$ cat src/rtl/rxp_pkg.sv
// Shared constants and types for the receive FIFO pool controller.
// Assumes an 8-bit status register and an 8-bit status octet.
package rxp_pkg;
    localparam int STA_W   = 8;
    localparam int IDX_RME = 7;
    localparam int IDX_RPF = 6;
    localparam int IDX_RFO = 5;
    localparam int IDX_XPR = 4;
    localparam logic [STA_W-1:0] STA_RESET = 8'h10;

    // Status octet written after the last data octet of a frame
    typedef struct packed {
        logic       len_ok;
        logic       no_ovf;
        logic       crc_bad;
        logic       not_abort;
        logic [3:0] zero;
    } rx_stat_t;

    // Receive events raised towards the status register
    typedef struct packed {
        logic rme;
        logic rpf;
        logic rfo;
    } rx_evt_t;
endpackage

$ cat src/rtl/rxp_pool_mem.sv
// Byte FIFO with three pointers: write, read and free.
// Popped slots stay occupied until a release copies the read pointer
// into the free pointer. Assumes DEPTH is a power of two and that the
// producer never pushes when occupancy equals DEPTH.
module rxp_pool_mem #(
    parameter  int DEPTH = 64,
    parameter  int DW    = 8,
    localparam int AW    = $clog2(DEPTH),
    localparam int OW    = AW + 1
) (
    input  logic          clk,
    input  logic          rst_n,
    input  logic          push,
    input  logic [DW-1:0] push_data,
    input  logic          pop,
    input  logic          pool_free,
    output logic [DW-1:0] rd_data,
    output logic          rd_valid,
    output logic [OW-1:0] occ
);
    logic [DW-1:0] mem [DEPTH];
    logic [OW-1:0] wr_ptr;
    logic [OW-1:0] rd_ptr;
    logic [OW-1:0] free_ptr;
    logic          pop_ok;

    // Head view, occupancy and qualified pop
    always_comb begin
        rd_valid = (rd_ptr != wr_ptr);
        rd_data  = mem[rd_ptr[AW-1:0]];
        occ      = wr_ptr - free_ptr;
        pop_ok   = pop && rd_valid;
    end

    // Storage write
    always_ff @(posedge clk) begin
        if (push) begin
            mem[wr_ptr[AW-1:0]] <= push_data;
        end
    end

    // Pointer update
    always_ff @(posedge clk) begin
        if (!rst_n) begin
            wr_ptr   <= '0;
            rd_ptr   <= '0;
            free_ptr <= '0;
        end else begin
            if (push) begin
                wr_ptr <= wr_ptr + OW'(1);
            end
            if (pop_ok) begin
                rd_ptr <= rd_ptr + OW'(1);
            end
            if (pool_free) begin
                free_ptr <= rd_ptr;
            end
        end
    end
endmodule

$ cat src/rtl/rxp_frame_track.sv
// Per-frame bookkeeping: decides whether each octet is stored or
// dropped, counts pool blocks, builds the status octet at end of frame
// and raises the receive events. Assumes in_eof never coincides with
// in_valid and that occ counts unread plus unreleased slots.
module rxp_frame_track
    import rxp_pkg::*;
#(
    parameter  int DEPTH   = 64,
    parameter  int POOL    = 32,
    parameter  int MIN_LEN = 3,
    localparam int OW      = $clog2(DEPTH) + 1,
    localparam int BW      = $clog2(POOL + 1),
    localparam int LW      = $clog2(MIN_LEN + 1)
) (
    input  logic          clk,
    input  logic          rst_n,
    input  logic          in_valid,
    input  logic [7:0]    in_data,
    input  logic          in_eof,
    input  logic          in_crc_err,
    input  logic          in_abort,
    input  logic          in_octet_ok,
    input  logic [OW-1:0] occ,
    output logic          push,
    output logic [7:0]    push_data,
    output rx_evt_t       evt
);
    logic [BW-1:0] blk_cnt;
    logic [LW-1:0] len_cnt;
    logic          ovf;
    logic          stored_any;
    logic          room_data;
    logic          room_stat;
    logic          byte_push;
    logic          byte_drop;
    logic          lost_whole;
    logic          stat_push;
    rx_stat_t      stat;

    // Space checks: one slot is always kept back for the status octet
    always_comb begin
        room_data = (occ < OW'(DEPTH - 1));
        room_stat = (occ < OW'(DEPTH));
    end

    // Store or drop decision for the current octet and end of frame
    always_comb begin
        byte_push  = in_valid && !ovf && room_data;
        byte_drop  = in_valid && !byte_push;
        lost_whole = in_eof && !stored_any && (ovf || !room_stat);
        stat_push  = in_eof && !lost_whole;
    end

    // Status octet assembly
    always_comb begin
        stat.len_ok    = in_octet_ok && (len_cnt >= LW'(MIN_LEN));
        stat.no_ovf    = !ovf;
        stat.crc_bad   = in_crc_err;
        stat.not_abort = !in_abort;
        stat.zero      = '0;
    end

    // Write port selection and event strobes
    always_comb begin
        push      = byte_push || stat_push;
        push_data = stat_push ? stat : in_data;
        evt.rme   = stat_push;
        evt.rpf   = byte_push && (blk_cnt == BW'(POOL - 1));
        evt.rfo   = lost_whole;
    end

    // Frame state, cleared at each end of frame
    always_ff @(posedge clk) begin
        if (!rst_n) begin
            blk_cnt    <= '0;
            len_cnt    <= '0;
            ovf        <= 1'b0;
            stored_any <= 1'b0;
        end else if (in_eof) begin
            blk_cnt    <= '0;
            len_cnt    <= '0;
            ovf        <= 1'b0;
            stored_any <= 1'b0;
        end else begin
            if (in_valid && (len_cnt < LW'(MIN_LEN))) begin
                len_cnt <= len_cnt + LW'(1);
            end
            if (byte_drop) begin
                ovf <= 1'b1;
            end
            if (byte_push) begin
                stored_any <= 1'b1;
                blk_cnt    <= (blk_cnt == BW'(POOL - 1)) ? '0 : blk_cnt + BW'(1);
            end
        end
    end
endmodule

$ cat src/rtl/rxp_irq_reg.sv
// Interrupt status register with clear-on-read; a new event in the
// read cycle survives the clear. The interrupt line ORs all bits.
// Assumes events are single-cycle strobes.
module rxp_irq_reg
    import rxp_pkg::*;
(
    input  logic             clk,
    input  logic             rst_n,
    input  rx_evt_t          evt,
    input  logic             sta_rd,
    output logic [STA_W-1:0] sta,
    output logic             irq
);
    logic [STA_W-1:0] set_mask;

    // Map event strobes onto register bit positions
    always_comb begin
        set_mask          = '0;
        set_mask[IDX_RME] = evt.rme;
        set_mask[IDX_RPF] = evt.rpf;
        set_mask[IDX_RFO] = evt.rfo;
        irq               = |sta;
    end

    // Register update: clear on read, set wins
    always_ff @(posedge clk) begin
        if (!rst_n) begin
            sta <= STA_RESET;
        end else begin
            sta <= (sta_rd ? '0 : sta) | set_mask;
        end
    end
endmodule

$ cat src/rtl/rxp_rx_pool.sv
// Top of the receive FIFO pool controller: frame tracker feeding a
// byte FIFO, plus the interrupt status register. Assumes POOL < DEPTH.
module rxp_rx_pool
    import rxp_pkg::*;
#(
    parameter  int DEPTH   = 64,
    parameter  int POOL    = 32,
    parameter  int MIN_LEN = 3,
    localparam int OW      = $clog2(DEPTH) + 1
) (
    input  logic       clk,
    input  logic       rst_n,
    input  logic       in_valid,
    input  logic [7:0] in_data,
    input  logic       in_eof,
    input  logic       in_crc_err,
    input  logic       in_abort,
    input  logic       in_octet_ok,
    input  logic       host_rd,
    input  logic       host_sta_rd,
    input  logic       pool_free,
    output logic [7:0] rd_data,
    output logic       rd_valid,
    output logic [7:0] sta0,
    output logic       irq
);
    logic [OW-1:0] occ;
    logic          push;
    logic [7:0]    push_data;
    rx_evt_t       evt;

    rxp_frame_track #(
        .DEPTH(DEPTH), .POOL(POOL), .MIN_LEN(MIN_LEN)
    ) u_track (
        .clk(clk), .rst_n(rst_n),
        .in_valid(in_valid), .in_data(in_data), .in_eof(in_eof),
        .in_crc_err(in_crc_err), .in_abort(in_abort), .in_octet_ok(in_octet_ok),
        .occ(occ), .push(push), .push_data(push_data), .evt(evt)
    );

    rxp_pool_mem #(
        .DEPTH(DEPTH), .DW(8)
    ) u_mem (
        .clk(clk), .rst_n(rst_n),
        .push(push), .push_data(push_data),
        .pop(host_rd), .pool_free(pool_free),
        .rd_data(rd_data), .rd_valid(rd_valid), .occ(occ)
    );

    rxp_irq_reg u_irq (
        .clk(clk), .rst_n(rst_n),
        .evt(evt), .sta_rd(host_sta_rd),
        .sta(sta0), .irq(irq)
    );
endmodule

$ cat config.mk
export PLATFORM = sky130hd
export DESIGN_NAME = rxp_rx_pool
export DESIGN_NICKNAME = d
export VERILOG_FILES = /design/src/rtl/rxp_pkg.sv /design/src/rtl/rxp_pool_mem.sv /design/src/rtl/rxp_frame_track.sv /design/src/rtl/rxp_irq_reg.sv /design/src/rtl/rxp_rx_pool.sv
export SDC_FILE = /design/constraint.sdc
export NUM_CORES = 1
export LEC_CHECK = 0
export ABC_AREA = 1
export CAP_MARGIN = 10
export CORE_ASPECT_RATIO = 0.9
export CORE_MARGIN = 4
export CORE_UTILIZATION = 60
export CTS_CLUSTER_SIZE = 25
export DETAILED_ROUTE_END_ITERATION = 12
export PLACE_DENSITY = 0.79
export SLEW_MARGIN = 15
export SYNTH_ARGS = -nofsm -noshare
export SYNTH_HDL_FRONTEND = slang
export SYNTH_SLANG_ARGS = --single-unit
$ cat constraint.sdc
create_clock -name clk -period 12.45 [get_ports clk]
set_clock_uncertainty 0.15 [all_clocks]
set_input_delay 3.1125 -clock clk [delete_from_list [all_inputs] [get_ports clk]]
set_output_delay 3.1125 -clock clk [all_outputs]
set_load 0.01 [all_outputs]
==> metrics.md <==
| Metric | Value |
|---|---|
| Status | completed |
| Slew Viols, Final | 0 |
| Int Pwr | 3.32 mW |
| CTS Sinks | 553 |
| Area Growth Syn to Fin | 10.6% |
| Via count of the first global-routing pass | 15,385 |
| Worst Max-Slew Pin Slew | 1.15 ns |
| Post-route ant nets | 0 |
| Cell row count | 67 |
| #FFs+latches synth | 553 |
| Critical path peak fanout | 90 |
| Clk_lat worst skew | 0.59 ns |
| Fmax | 125 MHz |
| Crit path launch type | flip-flop |
| Hold_buf cts | 0 |
| Die area | 0.0413 mm² |
| Worst setup margin | 4.48 ns |
| First-pass GRT wire length | 85.8 mm |
| Final wirelength | 55.7 mm |
| Postcts setup bufs | 0 |
| TritonCTS clock tree | done |
| Diodes inserted | 0 |
| Cell Chain, Critical Path | inv_2, buf_4, o21ai_0, o22ai_1, o21ai_0, o21ai_0, nand3_1, nand2_1, clkdlybuf4s50_1 |
| Seq pwr share | 45.9% |
| Net switching power | 1.30 mW |
| Slowest CP cell | inv_2 |
| Layout cell share with drive strength beyond 1 | 5.88% |
| Setup Viol. Count Final | 0 |
| Most used flip-flop cell after synthesis | edfxtp_1 |
| HP Class | flip-flop to flip-flop |
| Comb power frac | 18.1% |
| Wire per inst | 21.8 µm |
| Cells after Synth | 2,042 |
| GRT Residual Overflow | 0 |
| Fillcell total | 2,605 |
| Initial antenna violation count | 0 |
| H-tree Lvls | 2 |
| Post-synth ARST share | 0% |
| Final min period | 7.97 ns |
| CTS root buf | clkbuf_16 |
| Clock Tree Buf Depth | 3 |
| Pre-CTS setup slack | 5.27 ns |
| Drt via density | 6.18 |
| # IOs | 36 |
| Maximum number of pins on one net before global-route repair | 117 |
| Number of remaining DRC errors | 0 |
| Crit. End Element | primary output |
| WP data arrival | 4.71 ns |
| Leakage | 8.95 nW |
| Clk slew on worst S/H paths | 0.06 ns |
| Post-synth cell types | 33 |
| Overall routing resource usage | 26.7% |
| Relative slew slack | 23.5% |
| Clock power frac | 36.0% |
| P per Cell Area | 183 mW/mm² |
| Gates resized, CTS repair | 0 |
| Switch share | 28.2% |
| Mapped cell area | 0.0229 mm² |
| Vias | 15,804 |
| GP Congestion | 0.882 |
| Most used cell, CP | o21ai_0 |
| RSZ-0062 raised after global routing | no |
| Worst Path Required | 9.19 ns |
| WS Path Type | flip-flop to primary output |
| Initial drt markers | 2,330 |
| CP max stage delay | 0.77 ns |
| Max-Cap Viols | 0 |
| PortBufs | 31 |
| Nets | 2,062 |
| Hold Vio Cnt, Final | 0 |
| TNS Setup | 0 ns |
| Warnings, synthesis | 0 |
| Post-synth EDFFs | 512 |
| Die height | 193 µm |
| Core ar. | 0.0375 mm² |
| Die width | 214 µm |
| Effective utilization at floorplan | 61.1% |
| Drt pass-1 iters | 6 |
| HPWL Detailed | 30.3 mm |
| Design Power | 4.62 mW |
| Fin crit share | 64.0% |
| Total CTS buffers | 52 |
| Register area share after synthesis | 70.8% |
| Syn avg cell area | 11.2 µm² |
| VDD IR max | 135 µV |
[cell usage in the layout (no fill, tap or decap), types with 10 or more instances in the layout]
master	instances
o21ai_0	157
clkdlybuf4s50_1	31
edfxtp_1	512
clkinv_1	14
o22ai_1	48
nand2_1	480
nor2_1	199
ha_1	10
dfxtp_1	38
xor2_1	14
inv_1	80
a21oi_1	80
clkbuf_16	54
nand3_1	258
buf_4	21
[critical path, delay by kind of cell (launching register included)]
| family | cells | cell delay, ns |
|---|---|---|
| flip-flops | 1 | 0.65 |
| AO/OA/AOI/OAI | 4 | 1.05 |
| buffers and inverters | 3 | 2.05 |
| AND/OR/NAND/NOR | 2 | 0.31 |
[power by group through the flow]
| stage | Sequential (mW) | Combinational [mW] | Clock, mW |
|---|---|---|---|
| floorplan | 2.13 | 0.598 | 0 |
| global placement | 2.16 | 0.792 | 0 |
| detailed placement | 2.16 | 0.816 | 0 |
| CTS | 2.12 | 0.827 | 1.67 |
| global route | 2.12 | 0.925 | 1.75 |
| finish | 2.12 | 0.838 | 1.66 |
[kinds of logic (layout without fill, tap and decap cells)]
family | count (synthesis) | in the layout | synth area share, %
compound gates | 290 | 290 | 6.62
other cells | 1 | 4 | 0.0164
simple gates | 966 | 966 | 17.6
buf+inv | 204 | 235 | 3.74
xor+xnor | 17 | 17 | 0.650
flops | 553 | 553 | 70.8
fa+ha+maj | 11 | 11 | 0.634
[registers in the layout, indices dropped and copies added (netlist names), 2 cells and up, named ones only]
| register | cells |
|---|---|
| u_irq.sta | 4 |
| u_mem.free_ptr | 7 |
| u_mem.mem | 512 |
| u_mem.rd_ptr | 7 |
| u_mem.wr_ptr | 7 |
| u_track.blk_cnt | 6 |
| u_track.len_cnt | 2 |
[final cells by class]
class	instances	area, µm²	area share, %
repair buffers	53	479	1.89
multi-input cells	1288	5920	23.4
well taps	483	604	2.39
flip-flops and latches	553	16200	64.0
clock inverters	32	387	1.53
clock buffers	65	1410	5.58
inverters	85	324	1.28
[metal layers]
layer	GRT usage (%)	wire length, µm
met3	4.94	6180
met4	8.86	1600
met2	42.4	26900
met5	0	0
met1	38.0	21100
[synthesized netlist by cell type (3+ instances only)]
| library cell | instances | area share, % |
|---|---|---|
| buf_1 | 6 | 0.098 |
| buf_4 | 5 | 0.16 |
| nor3_1 | 7 | 0.15 |
| clkbuf_1 | 56 | 0.92 |
| o22ai_1 | 48 | 1.3 |
| xor2_1 | 14 | 0.54 |
| o21ai_0 | 160 | 3.5 |
| edfxtp_1 | 512 | 67 |
| inv_1 | 81 | 1.3 |
| xnor2_1 | 3 | 0.11 |
| dfxtp_1 | 41 | 3.6 |
| nand2_1 | 481 | 7.9 |
| nand3_1 | 258 | 5.6 |
| ha_1 | 10 | 0.55 |
| a21oi_1 | 80 | 1.7 |
| buf_2 | 51 | 1.1 |
| nand4_1 | 4 | 0.11 |
| nand2_4 | 3 | 0.15 |
| nor2_1 | 203 | 3.3 |
[path summary, 6_finish.rpt]
kind                                      start  cells after the start                to  slack [ns]
worst min register to register     u_irq.sta[4]                      2      u_irq.sta[4]        0.31
worst min-delay path               u_irq.sta[4]                      2      u_irq.sta[4]        0.31
worst max register to register  u_mem.wr_ptr[0]                     12  u_mem.mem[13][0]        8.16
worst max-delay path                  flip-flop                      9        rd_data[1]        4.48
[through the flow]
step	cell area (µm²)	instances	hold WS [ns]	utilization [%]
6_report	25300	2559	0.314	67.6
4_1_cts	25300	2559	0.317	67.6
3_3_place_gp	23500	2462	0.300	62.8
2_1_floorplan	22900	2045	0.290	-
3_5_place_dp	23500	2462	0.303	62.8
5_1_grt	25300	2559	0.338	67.6
Power figures use the tool's default switching activity.
